--- src/rtl/ect_pkg.sv ---
package ect_pkg;
  localparam int TB_W   = 8;
  localparam int PS_W   = 3;
  localparam int NPIN   = 2;
  localparam int NSLOT  = 2 * NPIN;
  localparam int ADDR_W = 3;
  localparam int DIV_W  = (1 << PS_W) - 1;

  localparam logic [ADDR_W-1:0] OFS_CFG  = ADDR_W'(4);
  localparam logic [ADDR_W-1:0] OFS_STAT = ADDR_W'(5);

  typedef struct packed {
    logic             hold;
    logic [PS_W-1:0]  ps;
    logic [NSLOT-1:0] ien;
  } cfg_t;
endpackage

--- src/rtl/ect_pin_edge.sv ---
module ect_pin_edge #(
  parameter int STAGES = 2
) (
  input  logic clk,
  input  logic rst_n,
  input  logic pin,
  output logic rise,
  output logic fall
);
  logic [STAGES-1:0] sync_q;
  logic              prev_q;

  always_ff @(posedge clk) begin
    if (!rst_n) begin
      sync_q <= '0;
      prev_q <= 1'b0;
    end else begin
      sync_q <= {sync_q[STAGES-2:0], pin};
      prev_q <= sync_q[STAGES-1];
    end
  end

  assign rise = sync_q[STAGES-1] & ~prev_q;
  assign fall = ~sync_q[STAGES-1] & prev_q;
endmodule

--- src/rtl/ect_timebase.sv ---
module ect_timebase
  import ect_pkg::*;
(
  input  logic            clk,
  input  logic            rst_n,
  input  logic [PS_W-1:0] ps,
  output logic [TB_W-1:0] count
);
  logic [DIV_W-1:0] div_q;
  logic [DIV_W-1:0] mask;
  logic             tick;

  assign mask = ~({DIV_W{1'b1}} << ps);
  assign tick = &(div_q | ~mask);

  always_ff @(posedge clk) begin
    if (!rst_n) begin
      div_q <= '0;
      count <= '0;
    end else begin
      div_q <= div_q + 1'b1;
      if (tick) count <= count + 1'b1;
    end
  end
endmodule

--- src/rtl/ect_slot.sv ---
module ect_slot
  import ect_pkg::*;
(
  input  logic            clk,
  input  logic            rst_n,
  input  logic            edge_hit,
  input  logic            rd_hit,
  input  logic            hold,
  input  logic [TB_W-1:0] tb,
  output logic [TB_W-1:0] cap,
  output logic            flag
);
  logic frozen;
  logic take;

  assign frozen = hold & flag & ~rd_hit;
  assign take   = edge_hit & ~frozen;

  always_ff @(posedge clk) begin
    if (!rst_n) begin
      cap  <= '0;
      flag <= 1'b0;
    end else begin
      if (take) cap <= tb;
      if (take || (edge_hit && flag)) flag <= 1'b1;
      else if (rd_hit)                flag <= 1'b0;
    end
  end
endmodule

--- src/rtl/edge_capture_timer.sv ---
module edge_capture_timer
  import ect_pkg::*;
(
  input  logic              clk,
  input  logic              rst_n,
  input  logic              pin_a,
  input  logic              pin_b,
  input  logic [ADDR_W-1:0] reg_addr,
  input  logic              reg_rd,
  input  logic              reg_wr,
  input  logic [7:0]        reg_wdata,
  output logic [7:0]        reg_rdata,
  output logic              irq
);
  cfg_t                  cfg_q;
  logic [TB_W-1:0]       tb;
  logic [NPIN-1:0]       pins;
  logic [NSLOT-1:0]      edges;
  logic [NSLOT-1:0]      flags;
  logic [NSLOT-1:0]      rd_hit;
  logic [NSLOT*TB_W-1:0] cap_flat;

  assign pins = {pin_b, pin_a};

  always_ff @(posedge clk) begin
    if (!rst_n)                           cfg_q <= '0;
    else if (reg_wr && reg_addr == OFS_CFG) cfg_q <= cfg_t'(reg_wdata);
  end

  ect_timebase u_tb (
    .clk(clk), .rst_n(rst_n), .ps(cfg_q.ps), .count(tb)
  );

  for (genvar p = 0; p < NPIN; p++) begin : g_pin
    ect_pin_edge #(.STAGES(2)) u_edge (
      .clk(clk), .rst_n(rst_n), .pin(pins[p]),
      .rise(edges[2*p]), .fall(edges[2*p+1])
    );
  end

  for (genvar s = 0; s < NSLOT; s++) begin : g_slot
    assign rd_hit[s] = reg_rd && (reg_addr == ADDR_W'(s));
    ect_slot u_slot (
      .clk(clk), .rst_n(rst_n), .edge_hit(edges[s]), .rd_hit(rd_hit[s]),
      .hold(cfg_q.hold), .tb(tb),
      .cap(cap_flat[s*TB_W +: TB_W]), .flag(flags[s])
    );
  end

  always_comb begin
    reg_rdata = '0;
    if (reg_addr < ADDR_W'(NSLOT))
      reg_rdata = cap_flat[reg_addr*TB_W +: TB_W];
    else if (reg_addr == OFS_CFG)
      reg_rdata = cfg_q;
    else if (reg_addr == OFS_STAT)
      reg_rdata = 8'(flags);
  end

  assign irq = |(flags & cfg_q.ien);
endmodule

--- config.mk ---
export PLATFORM = sky130hd
export DESIGN_NAME = edge_capture_timer
export DESIGN_NICKNAME = d
export VERILOG_FILES = /design/src/rtl/ect_pkg.sv /design/src/rtl/ect_pin_edge.sv /design/src/rtl/ect_timebase.sv /design/src/rtl/ect_slot.sv /design/src/rtl/edge_capture_timer.sv
export SDC_FILE = /design/constraint.sdc
export NUM_CORES = 1
export LEC_CHECK = 0
export ABC_AREA = 1
export BUFFER_PORTS_ARGS = -buffer_cell sky130_fd_sc_hd__buf_2
export CAP_MARGIN = 10
export CORE_MARGIN = 2
export CORE_UTILIZATION = 63
export DETAILED_ROUTE_END_ITERATION = 8
export PLACE_DENSITY = 0.91
export SYNTH_ARGS = -nofsm -noshare
export SYNTH_HDL_FRONTEND = slang
export SYNTH_SLANG_ARGS = --single-unit
--- constraint.sdc ---
create_clock -name clk -period 2.8 [get_ports clk]
set_input_delay 0.56 -clock clk [delete_from_list [all_inputs] [get_ports clk]]
set_output_delay 0.56 -clock clk [all_outputs]
set_load 0.01 [all_outputs]
==> results of run 1 <==
stage by stage:
stage | setup slack (ns) | hold WS, ns
after floorplan | 0.969 | 0.386
after global placement | 0.480 | 0.390
after detailed placement | 0.429 | 0.396
after CTS | 0.421 | 0.390
after global routing | 0.226 | 0.386
final | 0.392 | 0.399
state kept, by name, indices dropped and copies added, names as in the netlist:
signal,cells
g_slot.u_slot.flag,4
g_pin.u_edge.sync_q,4
g_slot.u_slot.cap,32
g_pin.u_edge.prev_q,2
cfg_q,8
u_tb.count,8
u_tb.div_q,7
power by group:
group / total (mW) / leakage, nW / switching [mW] / internal (mW)
logic: 0.147 / 0.647 / 0.0983 / 0.0489
clock network: 0.811 / 0.0985 / 0.375 / 0.436
registers: 0.983 / 0.527 / 0.0331 / 0.949
total: 1.94 / 1.27 / 0.507 / 1.43
layout make-up:
cell class                 count  area [um2]  share of cell area [%]
multi-input combinational    285        1450                    43.2
sequential                    65        1300                    38.8
timing repair buffer          28         148                    4.40
tap                           54        67.6                    2.01
clock inverter                 6        67.6                    2.01
inverter                      48         185                    5.52
clock buffer                  10         138                    4.10
cell usage in the layout, fill, tap and decap left out, types with 4 or more instances in the layout:
master,count
a21oi_1,56
buf_2,25
clkbuf_8,10
dfxtp_1,65
inv_1,44
nand2_1,107
nand2_2,7
nand3_1,42
nand3_4,4
nand4_1,4
nor2_1,15
o2111ai_1,4
o21ai_0,18
worst max-delay path, delay by kind of cell:
family / cells / cell delay [ns]
buffers and inverters: 3 / 0.30
AND/OR/NAND/NOR: 3 / 0.75
AO/OA/AOI/OAI: 1 / 0.22
cell usage after synthesis:
| master | count |
|---|---|
| buf_2 | 4 |
| a21oi_1 | 56 |
| o221ai_1 | 2 |
| nor3_1 | 2 |
| o21ai_1 | 3 |
| o21ai_2 | 1 |
| buf_6 | 2 |
| nand2_2 | 7 |
| o22ai_1 | 2 |
| clkinv_4 | 1 |
| nand3_1 | 42 |
| nand3_2 | 1 |
| nand4_1 | 4 |
| xor2_1 | 3 |
| ha_1 | 2 |
| a21oi_2 | 1 |
| a22oi_1 | 1 |
| clkinv_1 | 3 |
| buf_4 | 2 |
| clkbuf_1 | 6 |
| nand2_1 | 107 |
| nor2_4 | 3 |
| o2111ai_1 | 4 |
| nor4_1 | 1 |
| nand2_4 | 3 |
| o21ai_0 | 18 |
| nor2_1 | 15 |
| nand3_4 | 4 |
| dfxtp_1 | 65 |
| inv_1 | 44 |
| o211ai_1 | 2 |
| nand3b_1 | 1 |
| clkbuf_2 | 1 |
layer usage:
layer,GRT usage (%),wire length (um)
met5,0,0
met2,47.1,3500
met1,38.1,3090
met3,7.54,479
met4,9.67,91
worst max-delay path by stage:
| stage | slack [ns] | startpoint | end | depth (start not counted) |
|---|---|---|---|---|
| 2_1_floorplan | 0.97 | reg_addr[0] | reg_rdata[4] | 4 |
| 3_3_place_gp | 0.48 | reg_addr[0] | reg_rdata[1] | 7 |
| 3_5_place_dp | 0.43 | reg_addr[0] | reg_rdata[1] | 7 |
| 4_1_cts | 0.42 | reg_addr[0] | reg_rdata[1] | 7 |
| 5_1_grt | 0.23 | reg_addr[0] | reg_rdata[1] | 7 |
| 6_report | 0.39 | reg_addr[0] | reg_rdata[1] | 7 |
kinds of logic after synthesis:
family	synth area share [%]
adder cells (fa/ha/maj)	0.828
flip-flops	43.1
XOR/XNOR	0.870
AO/OA/AOI/OAI	16.2
AND/OR/NAND/NOR	30.1
buffers and inverters	8.94
==> flow_summary_export.csv, run 1 <==
group,metric,value,unit
run_status,status,"finished, final reports clean",
timing,hold_viol,0,
timing,worst_slew_pin_slew,0.812,ns
pwr,finalPower,1.94,mW
setup_path,crit_chain,"buf_2, nor2_1, nand2_1, o22ai_1, inv_1, nand2_1, buf_2",
timing,skew,0.0174,ns
detailed_routing,dr.pass1.iters,5,
detailed_routing,drc,0,
floorplan,die_y,73.3,um
timing,clock.fmax,415,MHz
synthesis,synth_nets,432,
grt,antenna_found_initial,0,
place,hpwl,4.90,mm
clock_tree,cts_max_level,3,
setup_path,critPathSlowestCell,"nor2_1",
job,cap_violations,0,
timing,setup_violations,0,
timing,min_period_over_period,86.0,%
synthesis,synthCells,413,
clock_tree,numCtsBuffers,9,
synthesis,ys_types,33,
timing,rsz0062_at_grt,"false",
setup_path,cp_slowest_stage_delay,0.41,ns
detailed_routing,vias,2861,
floorplan,coreArea,0.00466,mm2
floorplan,start_util,64.8,%
pwr,power_density,578,mW/mm2
setup_path,end_kind,"output port",
grt,grt_usage,29.2,%
detailed_routing,drt-wirelength-per-cell,14.5,um
timing,tns,0,ns
setup_path,cp_data_required_time,2.24,ns
setup_path,worstPathArrival,1.85,ns
pwr,vdd_drop_max,0.000486,V
place,port_buffers,25,
synthesis,ys_seq_area_share,43.1,%
detailed_routing,via_per_inst,5.77,
floorplan,dieArea,0.00537,mm2
setup_path,r2r_end,"u_tb.count[6]",
setup_path,r2r_start,"u_tb.count[1]",
clock_tree,clockBufferDepth,2,
layout,final-instance-count-excl-fill,496,
timing,fin_crit,2.41,ns
grt,grt_start_max_net_pins,41,
place,placed_cells,480,
layout,n_antenna_cell,0,
detailed_routing,postRouteAntennaNets,0,
timing,maxSlewViolCount,0,
detailed_routing,drtIter0Drc,404,
synthesis,synthTopCellsByArea,"dfxtp_1 43%, nand2_1 13%, a21oi_1 9.3%, nand3_1 7.0%, inv_1 5.5%",
setup_path,crit_fanout,8,
synthesis,ys_warn_count,0,
grt,grt_pass1_vias,2521,
clock_tree,post_cts_buffers,0,
hold_path,hold_end,"g_pin[0].u_edge.sync_q[0]",
place,placed_area,0.00315,mm2
clock_tree,clk_latency,0.35,ns
layout,design_area,0.00336,mm2
layout,fill_cells,360,
timing,relSlewSlack,45.7,%
floorplan,die_w,73.3,um
synthesis,synth_top_area_share,43.1,%
layout,nets,456,
place,place.gp.congestion,0.971,
hold_path,hp-class,"in -> reg",
pwr,p_leak,1.27,nW
layout,area_growth,11.1,%
hold_path,hold_start,"pin_a",
clock_tree,cts_sinks,65,
floorplan,rows,25,
layout,fin_util,72.0,%
clock_tree,cts_resized,0,
grt,grt_overflow,0,
grt,grt_pass1_wl,11.8,mm
hold_path,hold_path_depth,3,
setup_path,reg2reg_depth,7,
clock_tree,root_buffer,"clkbuf_8",
layout,drive_gt1_share,14.7,%
clock_tree,cts_hold_buf,0,
clock_tree,clk_pin_slew,0.07,ns
clock_tree,cts_tree,"built",
synthesis,syn_avg_cell_area,7.32,um2
setup_path,cp-start-kind,"input pin",
synthesis,synth_seq_cells,65,
setup_path,worstSetupPathType,"in -> out",
setup_path,r2r_setup_slack,1.32,ns
detailed_routing,wirelength,7.17,mm
floorplan,io-pin-count,26,
synthesis,syn_area,0.00302,mm2
synthesis,yosysTopAreaCell,"dfxtp_1",
(Power assumes the default switching activity.)
==> run 2: changes to the inputs <==
--- a/config.mk
+++ b/config.mk
@@ -8,6 +8,7 @@
 export ABC_AREA = 1
 export BUFFER_PORTS_ARGS = -buffer_cell sky130_fd_sc_hd__buf_2
 export CAP_MARGIN = 10
+export CORE_ASPECT_RATIO = 0.75
 export CORE_MARGIN = 2
 export CORE_UTILIZATION = 63
 export DETAILED_ROUTE_END_ITERATION = 8
==> run 2 against run 1 <==
Core utilization increased by 1.7 points. Maximum frequency grew 10%. Wire length is 3.2% higher. Worst setup slack better by 0.22 ns. Sequential cell count is the same. Sequential power about the same. Sequential share of layout area is 0.072 points higher. Critical path type unchanged. First-iteration DRC count shrank 5.9%. Clock power down 3.2%. Final cell count up 0.60%.
==> flow_summary_export.csv, run 2 (synthesis gave the netlist of run 1 again) <==
group,metric,value,unit
grt,grt_pass1_wl,12.2,mm
timing,skew,0.00441,ns
layout,final_common_cell,"nand2_1",
grt,antenna_found_initial,0,
setup_path,end_kind,"output port",
layout,drive_gt1_share,14.7,%
timing,worst_slew_pin_slew,0.862,ns
floorplan,io-pin-count,26,
clock_tree,clk_latency,0.35,ns
detailed_routing,via_per_inst,5.86,
layout,area_growth,10.9,%
detailed_routing,drc,0,
clock_tree,clk_pin_slew,0.07,ns
setup_path,worstPathArrival,1.62,ns
hold_path,hold_start,"pin_a",
detailed_routing,drtIter0Drc,380,
place,hpwl,5.11,mm
timing,rsz0062_at_grt,"false",
layout,largest_reg_flops,32,
floorplan,die_y,64.0,um
layout,mostFrequentLayoutCells,"107 x nand2_1, 65 x dfxtp_1, 56 x a21oi_1",
clock_tree,cts_resized,0,
place,port_buffers,25,
setup_path,cp_common_cell,"buf_2",
grt,grt_usage,29.4,%
timing,min_period_over_period,78.0,%
pwr,vdd_drop_max,0.000473,V
floorplan,rows,21,
pwr,p_seq_share,51.3,%
setup_path,critPathSlowestCell,"o21ai_0",
detailed_routing,postRouteAntennaNets,0,
job,cap_violations,0,
grt,grt_overflow,0,
setup_path,worstSetupPathType,"in -> out",
setup_path,crit_chain,"buf_2, nor2_1, buf_4, nand2_1, o21ai_0, buf_2",
layout,nets,456,
timing,hold_viol,0,
setup_path,cp_slowest_stage_delay,0.26,ns
timing,relSlewSlack,42.3,%
timing,setup_violations,0,
setup_path,crit_fanout,11,
pwr,p_comb_share,7.7,%
pwr,internal_power,1.41,mW
detailed_routing,drt-wirelength-per-cell,14.8,um
floorplan,coreArea,0.00455,mm2
clock_tree,cts_sinks,65,
floorplan,start_util,66.5,%
setup_path,cp-start-kind,"input pin",
clock_tree,cts_hold_buf,0,
floorplan,die_w,84.0,um
run_status,status,"finished, final reports clean",
timing,tns,0,ns
clock_tree,numCtsBuffers,9,
layout,largest_registers,"g_slot.u_slot.cap x32, cfg_q x8, u_tb.count x8",
layout,top_register,"g_slot.u_slot.cap",
detailed_routing,vias,2922,
layout,fin_util,73.7,%
clock_tree,post_cts_buffers,0,
setup_path,crit_path_start,"reg_addr[0]",
timing,fin_crit,2.18,ns
setup_path,r2r_start,"g_pin[0].u_edge.sync_q[1]",
pwr,p_leak,1.27,nW
timing,clock.fmax,458,MHz
pwr,power_switching,509,uW
grt,grt_start_max_net_pins,41,
clock_tree,cts_tree,"built",
detailed_routing,wirelength,7.40,mm
pwr,p_sw_share,26.6,%
pwr,power.clock.fraction,41.0,%
detailed_routing,dr.pass1.iters,5,
clock_tree,root_buffer,"clkbuf_8",
layout,n_antenna_cell,0,
clock_tree,clockBufferDepth,2,
hold_path,hp-class,"in -> reg",
setup_path,cp_data_required_time,2.24,ns
place,place.gp.congestion,0.851,
timing,maxSlewViolCount,0,
pwr,power_density,572,mW/mm2
floorplan,dieArea,0.00537,mm2
clock_tree,cts_max_level,3,
grt,grt_pass1_vias,2626,
==> run 2: cell count changes in the layout (fill, tap and decap cells not counted), sizes merged <==
cell      before  now
clkinvlp       2    3
clkbuf        10    9
==> run 2: metrics by stage <==
stage / setup WS, ns / hold WS, ns / cell area (um2) / power (mW) / cells
6_report: 0.617 / 0.402 / 3350 / 1.92 / 499
5_1_grt: 0.550 / 0.406 / 3350 / 1.98 / 499
4_1_cts: 0.650 / 0.398 / 3350 / 1.92 / 499
3_5_place_dp: 0.656 / 0.416 / 3160 / 1.15 / 483
3_3_place_gp: 0.698 / 0.391 / 3160 / 1.14 / 483
2_1_floorplan: 0.969 / 0.386 / 3020 / 1.10 / 413
==> run 2: cell type report <==
cell class                      instances  area, um2
Sequential cell                        65       1300
Timing Repair Buffer                   28        148
Clock buffer                            9        124
Tap cell                               57       71.3
Clock inverter                          7       71.3
Inverter                               48        185
Fill cell                             359       1190
Multi-Input combinational cell        285       1450
==> run 2: final timing paths <==
path | end | slack [ns] | cells after the start
setup / recovery | reg_rdata[6] | 0.62 | 6
hold / removal | g_pin[0].u_edge.sync_q[0] | 0.40 | 3
setup reg to reg | g_slot[0].u_slot.cap[6] | 1.30 | 5
hold reg to reg | g_pin[1].u_edge.sync_q[1] | 0.42 | 2
==> run 2: power by group through the flow <==
stage | clock [mW] | sequential, mW | combinational [mW]
3_5_place_dp | 0 | 1.00 | 0.143
3_3_place_gp | 0 | 1.00 | 0.138
5_1_grt | 0.834 | 0.984 | 0.166
2_1_floorplan | 0 | 0.988 | 0.109
4_1_cts | 0.790 | 0.981 | 0.145
6_report | 0.785 | 0.983 | 0.148
==> run 2: layer usage <==
metal	vias to the layer above	track usage (%)	part of all wire, %	wire length [um]
met1	1329	37.6	43	3220
met4	0	9.27	1.6	116
met3	20	10.6	10	751
met5	-	0	0	0
li1	1412	-	-	-
met2	161	46.6	45	3310
==> run 2: critical path: cells and delay by family <==
kind,cells,cell delay (ns)
AOI/OAI and AO/OA,1,0.26
and+or+nand+nor,2,0.30
buffers and inverters,3,0.49
